**src/rtl/boot_hs_pkg.sv**
```systemverilog
package boot_hs_pkg;
  typedef enum logic [1:0] {
    HS_NONE   = 2'd0,
    HS_LEGACY = 2'd1,
    HS_MODERN = 2'd2
  } hs_mode_e;

  typedef enum logic [1:0] {
    ST_HUNT,
    ST_SEND,
    ST_LINKED
  } hs_state_e;

  localparam logic [7:0] TAG_BYTE  = 8'h7E;
  localparam logic [7:0] HOST_BYTE = 8'hAE;
endpackage

```
**src/rtl/hs_run_detect.sv**
```systemverilog
// Counts consecutive enabled bytes equal to MATCH; hit_o when the RUN-th arrives.
module hs_run_detect #(
  parameter logic [7:0] MATCH = 8'h7E,
  parameter int unsigned RUN  = 3
) (
  input  logic       clk_i,
  input  logic       rst_ni,
  input  logic       en_i,
  input  logic [7:0] data_i,
  output logic       hit_o
);
  localparam int unsigned CW = $clog2(RUN + 1);
  localparam logic [CW-1:0] LAST = CW'(RUN - 1);

  logic [CW-1:0] cnt_q;
  logic          match;

  assign match = (data_i == MATCH);
  assign hit_o = en_i && match && (cnt_q == LAST);

  always_ff @(posedge clk_i or negedge rst_ni) begin
    if (!rst_ni) begin
      cnt_q <= '0;
    end else if (en_i) begin
      if (!match || hit_o) cnt_q <= '0;
      else                 cnt_q <= cnt_q + 1'b1;
    end
  end
endmodule

```
**src/rtl/hs_reply_tx.sv**
```systemverilog
// Plays one of two constant strings out of a valid/ready byte port.
module hs_reply_tx #(
  parameter int unsigned LEG_LEN = 7,
  parameter logic [8*LEG_LEN-1:0] LEG_STR = "~HSID1~",
  parameter int unsigned MOD_LEN = 6,
  parameter logic [8*MOD_LEN-1:0] MOD_STR = "VER2.1"
) (
  input  logic       clk_i,
  input  logic       rst_ni,
  input  logic       start_i,
  input  logic       sel_mod_i,
  input  logic       tx_ready_i,
  output logic       tx_valid_o,
  output logic [7:0] tx_data_o,
  output logic       done_o
);
  localparam int unsigned MAX_LEN = (LEG_LEN > MOD_LEN) ? LEG_LEN : MOD_LEN;
  localparam int unsigned IW = (MAX_LEN > 1) ? $clog2(MAX_LEN) : 1;
  localparam logic [IW-1:0] LEG_LAST = IW'(LEG_LEN - 1);
  localparam logic [IW-1:0] MOD_LAST = IW'(MOD_LEN - 1);

  logic [7:0] leg_rom [MAX_LEN];
  logic [7:0] mod_rom [MAX_LEN];

  for (genvar g = 0; g < MAX_LEN; g++) begin : g_rom
    if (g < LEG_LEN) begin : g_leg
      assign leg_rom[g] = LEG_STR[8*(LEG_LEN-1-g) +: 8];
    end else begin : g_leg_pad
      assign leg_rom[g] = 8'h00;
    end
    if (g < MOD_LEN) begin : g_mod
      assign mod_rom[g] = MOD_STR[8*(MOD_LEN-1-g) +: 8];
    end else begin : g_mod_pad
      assign mod_rom[g] = 8'h00;
    end
  end

  logic          busy_q, sel_q;
  logic [IW-1:0] idx_q;
  logic          fire, last;

  assign fire       = busy_q && tx_ready_i;
  assign last       = (idx_q == (sel_q ? MOD_LAST : LEG_LAST));
  assign done_o     = fire && last;
  assign tx_valid_o = busy_q;
  assign tx_data_o  = sel_q ? mod_rom[idx_q] : leg_rom[idx_q];

  always_ff @(posedge clk_i or negedge rst_ni) begin
    if (!rst_ni) begin
      busy_q <= 1'b0;
      sel_q  <= 1'b0;
      idx_q  <= '0;
    end else if (start_i && !busy_q) begin
      busy_q <= 1'b1;
      sel_q  <= sel_mod_i;
      idx_q  <= '0;
    end else if (fire) begin
      if (last) busy_q <= 1'b0;
      else      idx_q  <= idx_q + 1'b1;
    end
  end
endmodule

```
**src/rtl/boot_hs_detect.sv**
```systemverilog
module boot_hs_detect
  import boot_hs_pkg::*;
#(
  parameter int unsigned LEG_MIN = 3,
  parameter int unsigned MOD_LEN = 4,
  parameter int unsigned LEG_REPLY_LEN = 7,
  parameter logic [8*LEG_REPLY_LEN-1:0] LEG_REPLY = "~HSID1~",
  parameter int unsigned MOD_REPLY_LEN = 6,
  parameter logic [8*MOD_REPLY_LEN-1:0] MOD_REPLY = "VER2.1"
) (
  input  logic       clk_i,
  input  logic       rst_ni,
  input  logic       rx_valid_i,
  input  logic [7:0] rx_data_i,
  output logic       tx_valid_o,
  output logic [7:0] tx_data_o,
  input  logic       tx_ready_i,
  output logic [1:0] mode_o,
  output logic       connected_o
);
  hs_state_e state_q;
  hs_mode_e  mode_q;
  logic      hunt_en, leg_hit, mod_hit, start, done;

  // input is only looked at while hunting
  assign hunt_en = rx_valid_i && (state_q == ST_HUNT);
  assign start   = leg_hit || mod_hit;

  hs_run_detect #(.MATCH(TAG_BYTE), .RUN(LEG_MIN)) u_leg_det (
    .clk_i (clk_i), .rst_ni(rst_ni), .en_i(hunt_en),
    .data_i(rx_data_i), .hit_o(leg_hit)
  );

  hs_run_detect #(.MATCH(HOST_BYTE), .RUN(MOD_LEN)) u_mod_det (
    .clk_i (clk_i), .rst_ni(rst_ni), .en_i(hunt_en),
    .data_i(rx_data_i), .hit_o(mod_hit)
  );

  hs_reply_tx #(
    .LEG_LEN(LEG_REPLY_LEN), .LEG_STR(LEG_REPLY),
    .MOD_LEN(MOD_REPLY_LEN), .MOD_STR(MOD_REPLY)
  ) u_reply (
    .clk_i     (clk_i),
    .rst_ni    (rst_ni),
    .start_i   (start),
    .sel_mod_i (mod_hit),
    .tx_ready_i(tx_ready_i),
    .tx_valid_o(tx_valid_o),
    .tx_data_o (tx_data_o),
    .done_o    (done)
  );

  always_ff @(posedge clk_i or negedge rst_ni) begin
    if (!rst_ni) begin
      state_q <= ST_HUNT;
      mode_q  <= HS_NONE;
    end else begin
      unique case (state_q)
        ST_HUNT: if (start) begin
          state_q <= ST_SEND;
          mode_q  <= mod_hit ? HS_MODERN : HS_LEGACY;
        end
        ST_SEND: if (done) state_q <= ST_LINKED;
        ST_LINKED: state_q <= ST_LINKED;
        default: state_q <= ST_HUNT;
      endcase
    end
  end

  assign mode_o      = mode_q;
  assign connected_o = (state_q == ST_LINKED);
endmodule

```
**config.mk**
```make
export PLATFORM = sky130hd
export DESIGN_NAME = boot_hs_detect
export DESIGN_NICKNAME = d
export VERILOG_FILES = /design/src/rtl/boot_hs_pkg.sv /design/src/rtl/hs_run_detect.sv /design/src/rtl/hs_reply_tx.sv /design/src/rtl/boot_hs_detect.sv
export SDC_FILE = /design/constraint.sdc
export NUM_CORES = 1
export LEC_CHECK = 0
export CORE_UTILIZATION = 40
export CTS_CLUSTER_DIAMETER = 50
export DETAILED_ROUTE_END_ITERATION = 8
export HOLD_SLACK_MARGIN = 0.08
export PLACE_DENSITY = 0.7
export SYNTH_ARGS = -nofsm -noshare
export SYNTH_HDL_FRONTEND = slang
export SYNTH_SLANG_ARGS = --single-unit
```
**constraint.sdc**
```tcl
create_clock -name clk_i -period 4.8 [get_ports clk_i]
set_input_delay 0.96 -clock clk_i [delete_from_list [all_inputs] [get_ports clk_i]]
set_output_delay 0.96 -clock clk_i [all_outputs]
set_load 0.02 [all_outputs]
```
## After elaboration in Yosys (flattened, before gate mapping)

Memory sizes are Yosys's and may differ from the RTL's.
Index checks and enable logic that the tools add are counted.

- Register bits after elaboration: 14
- Latch bits: 0
- Bits in writable memories: 0
- Memory bits (read-only): 128
- Bits of input ports: 12
- Output and inout port bits: 12
- Logic and storage cells: 63
- Memories kept: 2

- Add/subtract/negate cells: 3
- Multipliers: 0
- Divide/modulo/power cells: 0
- Order comparisons: 1
- Eq/ne operators: 10
- Shift operators: 0
- Mux-type cells: 18
- Bitwise gates (word level): 1
- Reduce and logical (&&, ||, !) cells: 21

Memory list:

| name | depth | bits a word | rd ports | clocked after Yosys merged registers in | wr ports | RTL line | text |
|---|---|---|---|---|---|---|---|
| (name not given) | 8 | 8 | 1 | 0 | 0 | hs_reply_tx.sv:46 | `assign tx_data_o = sel_q ? mod_rom[idx_q] : leg_rom[idx_q];` |
| (name not given) | 8 | 8 | 1 | 0 | 0 | hs_reply_tx.sv:46 |  |

Operators with widths:

| kind | count |
|---|---|
| $mux W8 | 5 |
| $mux W3 | 4 |
| $mux W2 | 5 |
| $eq A8 B7 Y1 const B | 1 |
| $eq A8 B8 Y1 const B | 1 |
| $logic_and A1 B1 Y1 | 8 |
| $reduce_and A2 Y1 | 4 |
| $add A3 B1 Y3 const B | 2 |
| $pmux W2 S3 | 1 |
| $eq A2 B2 Y1 const B | 2 |
| $ge A4 B4 Y1 const B | 1 |
| $ne A2 B2 Y1 const B | 2 |
| $not A3 Y4 | 1 |
| $reduce_bool A2 Y1 | 2 |
| $eq A3 B2 Y1 const B | 1 |
| $eq A3 B3 Y1 | 1 |
| $logic_not A1 Y1 | 3 |
| $logic_or A1 B1 Y1 | 3 |
| $mux W1 | 3 |
| $add A2 B1 Y2 const B | 1 |
| $eq A2 B1 Y1 const B | 1 |
| $logic_not A2 Y1 | 1 |
| $ne A2 B1 Y1 const B | 1 |

## Longest topological paths before layout

- Depth after elaboration: 8
- Depth in mapped cells: 7
- Depth with buffers taken out: 6

## Cells and area by module

Synthesis repeated with hierarchy kept, for this count alone.

- Cell total of the unflattened synthesis: 122
- Area, all modules: 1153.6 um2

By module, submodules not included:

| module | instances | cells an instance | area an instance (um2) | sequential area each (um2) |
|---|---|---|---|---|
| hs_reply_tx | 1 | 69 | 563.0 | 125.1 |
| boot_hs_detect | 1 | 22 | 242.7 | 100.1 |
| hs_run_detect at u_mod_det | 1 | 18 | 203.9 | 75.1 |
| hs_run_detect at u_leg_det | 1 | 13 | 143.9 | 50.0 |

## Worst setup path after synthesis

OpenSTA, ideal clock, no wires.

- Kind: register to output
- From: register u_reply.idx_q[1]
- To: output tx_data_o[4]
- Arrival time: 1.466 ns
- Required time: 3.840 ns
- Path slack: 2.374 ns
- Cell stages (with the launch flop): 8
- Buffers on the path: 1
- Cell sequence: dfrtp_1 buf_2 inv_1 ha_1 nor3_1 a21oi_1 nor2_1 a21oi_1

- Word-level cells in the longest chain between the ends: 5
- Elaborated cells between the ends (all ways): 8
- Classes of those cells: mux: 5; bitwise: 1; memory: 2

RTL lines:

| element | RTL line | text |
|---|---|---|
| start, declared | hs_reply_tx.sv:39 | `logic [IW-1:0] idx_q;` |
| start signal, assigned | hs_reply_tx.sv:59 | `else idx_q <= idx_q + 1'b1;` |
| $not A3 Y4 (implied by the code) * | hs_reply_tx.sv:46 |  |
| $mem_v2 Z8 W8 | n/a |  |
| $mux W8 (implied by the code) (2 in series) | hs_reply_tx.sv:46 |  |
| $mux W8 * | hs_reply_tx.sv:46 |  |
| end, declared | boot_hs_detect.sv:16 | `output logic [7:0] tx_data_o,` |

Every way passes the cells marked *; elsewhere a longest branch is shown, timed or not. The select of a mux whose other input is x is not followed.

## Worst setup path after layout

- From: register u_reply.idx_q[1]
- To: output tx_data_o[5]

The elaborated chain is that of the path after synthesis.

==> impl_metrics.ini <==
[global_route]
grt_pass1_wl_um = 3240
grt_max_degree = 18
grt.busiest_layer = met2
grt_util_met3 = 0.0250
grt_pass1_vias = 777
met2_usage = 0.297
grt_overflow_total = 0
grt_use_met1 = 0.167
antenna_found_initial = 0
grt_usage = 0.154

[power_and_ir_drop]
seqPwrFrac = 0.541
p_per_area_nw_per_um2 = 160
p_sw_frac = 0.206
pwr-share-comb = 0.075
clock_power_share = 0.383
p_total_mw = 0.218
switchingPower_mw = 0.0449
worst_ir_drop_vdd_v = 0.000124
leakagePower_nw = 0.578
internal_power_mw = 0.173

[sta]
setup_viol = 0
fmax_mhz = 308
relSlewSlack = 0.577
slew_viol_final = 0
period_share = 0.676
skew_ns = 0.000930
tns_ns = 0
tightest_slew_ns = 0.632
rsz0062_at_grt = no
fin_crit_ns = 3.24
hold_viol = 0

[critical_path]
worstReg2RegEnd = state_q[0]
critPathCapture = tx_data_o[5]
cp_top_family = buffers and inverters
slowest_stage = clkdlybuf4s50_1
end_kind = output port
r2r_cells = 6
reg2reg_slack_ns = 2.83
critPathMaxFanout = 11
crit_chain = inv_1, ha_1, mux4_2, clkdlybuf4s50_1
required_ns = 3.84
r2r_start = u_mod_det.cnt_q[0]
path_depth = 4
cp-startpoint = u_reply.idx_q[1]
crit_buf_inv = 2
max_stage_delay_ns = 0.55
cp.arrival_ns = 2.28
crit_type = reg -> out
cp-start-kind = flip-flop

[logic_synthesis]
yosysTopAreaCell = dfrtp_1
yosysTopAreaCellShare = 0.320
synth-seq-cells = 14
synth_edf_count = 0
ys_seq_area_frac = 0.320
yosysUniqueCellTypes = 40
postSynth.asyncResetShare = 1.00
postSynthAreaPerCell_um2 = 9.70
yosys-top-cells-area = dfrtp_1, ha_1, inv_1
synth_ff_type = dfrtp_1
synth_nets = 140
syn_area_um2 = 1100
yosysWarningCount = 0
synth_cells = 113

[floorplanning]
initial_core_util = 0.435
dieArea_um2 = 2950
pin_count = 24
rows = 18
coreArea_um2 = 2520
die_y_um = 54.3
die-width_um = 54.3

[run]
max_cap_viol_count = 0

[cells_and_area]
mostFrequentLayoutCell = clkdlybuf4s50_1
area_growth_pct = 24.0
layout-drive-gt1-share = 0.142
nFillCells = 250
diodes = 0
fin_nets = 162
final_cell_mix = clkdlybuf4s50_1, ha_1, dfrtp_1, inv_1, nand2_1

[min_path]
holdPathStages = 2
min_path_type = reg -> reg
hp-start = u_mod_det.cnt_q[2]

[routing]
viasPerCell = 5.20
vias = 853
drt_first_pass_iters = 4
first_iter_violations = 10
postRouteAntennaNets = 0
drcViolationCount = 0
routedWlPerCell_um = 11.7
drt-total-wl_um = 1910

[cts]
htree_levels = 1
clockRootBuffer = clkbuf_4
clkSinkCount = 14
cts_tree = built
post_cts_buffers = 0
numCtsBuffers = 3
cts_resized = 0
cts.hold.buffers_added = 0
cts.path.max_buffers = 2
insertion_delay_ns = 0.27
cts.clk_slew.worst_paths_ns = 0.09

[placed_design]
gp_congestion = 0.729
port_buffers = 22
hpwl_um = 1560

[run_status]
outcome = completed
==> power groups by stage <==
| stage | logic, mW | clock network [mW] | registers, mW |
|---|---|---|---|
| final | 0.0164 | 0.0836 | 0.118 |
| after global routing | 0.0182 | 0.0936 | 0.118 |
| after CTS | 0.0168 | 0.0859 | 0.118 |
| after detailed placement | 0.0168 | 0 | 0.120 |
| after global placement | 0.0165 | 0 | 0.120 |
| after floorplan | 0.00412 | 0 | 0.120 |
==> through the flow <==
step	setup slack (ns)	area (um2)	utilization	hold WS, ns	cells
2_1_floorplan	2.37	1100	-	0.447	113
3_3_place_gp	1.94	1320	0.524	0.459	160
3_5_place_dp	1.85	1320	0.524	0.472	160
4_1_cts	1.54	1360	0.539	0.492	164
5_1_grt	1.39	1360	0.539	0.507	164
6_report	1.56	1360	0.539	0.487	164
==> registers in the layout (all words and copies together) (netlist names) <==
name,flops
mode_o,2
u_reply.idx_q,3
u_mod_det.cnt_q,3
u_reply.sel_q,1
u_reply.tx_valid_o,1
state_q,2
u_leg_det.cnt_q,2
==> Yosys cell counts, types with 2 or more instances <==
cell type,count
a21o_1,2
a21oi_1,6
and4b_1,2
clkbuf_1,2
dfrtp_1,14
ha_1,15
inv_1,12
mux2_2,3
mux2i_1,2
nand2_1,11
nor2_1,6
o21ai_0,5
o21ai_2,3
o31ai_1,3
xnor2_1,2
==> area by class of cell <==
| type | instances | area, um2 | share of cell area |
|---|---|---|---|
| clock buffer | 4 | 36.3 | 0.0267 |
| inverter | 12 | 45.0 | 0.0331 |
| multi-input combinational | 82 | 669 | 0.493 |
| sequential | 14 | 350 | 0.258 |
| tap | 30 | 37.5 | 0.0276 |
| timing repair buffer | 22 | 220 | 0.162 |
==> how the worst min path moves through the flow <==
stage | slack [ns] | to
global route | 0.51 | u_mod_det.cnt_q[2]
finish | 0.49 | u_mod_det.cnt_q[2]
global placement | 0.46 | u_mod_det.cnt_q[2]
CTS | 0.49 | u_leg_det.cnt_q[1]
floorplan | 0.45 | u_leg_det.cnt_q[1]
detailed placement | 0.47 | u_leg_det.cnt_q[1]
==> tightest hold or removal path, delay by kind of cell, from the launching register on <==
kind | cells | cell delay (ns)
compound gates | 1 | 0.05
flops | 1 | 0.35
simple gates | 1 | 0.06
==> cells by family (layout without fill, tap and decap cells) <==
kind of cell	Yosys count	in the layout	share of synthesized area
AOI/OAI and AO/OA	26	26	0.166
xor gates and xnor gates	2	2	0.0160
adders and majority gates	15	15	0.171
buffers and inverters	17	38	0.0696
DFF	14	14	0.320
muxes	6	6	0.0696
other	1	1	0.00342
and+or+nand+nor	32	32	0.185
==> routing by layer <==
layer	vias up	wire (um)
li1	434	-
met1	399	840
met2	18	1020
met3	2	52
met5	-	0
met4	0	6
No activity file was read; power rests on OpenSTA's default activity.
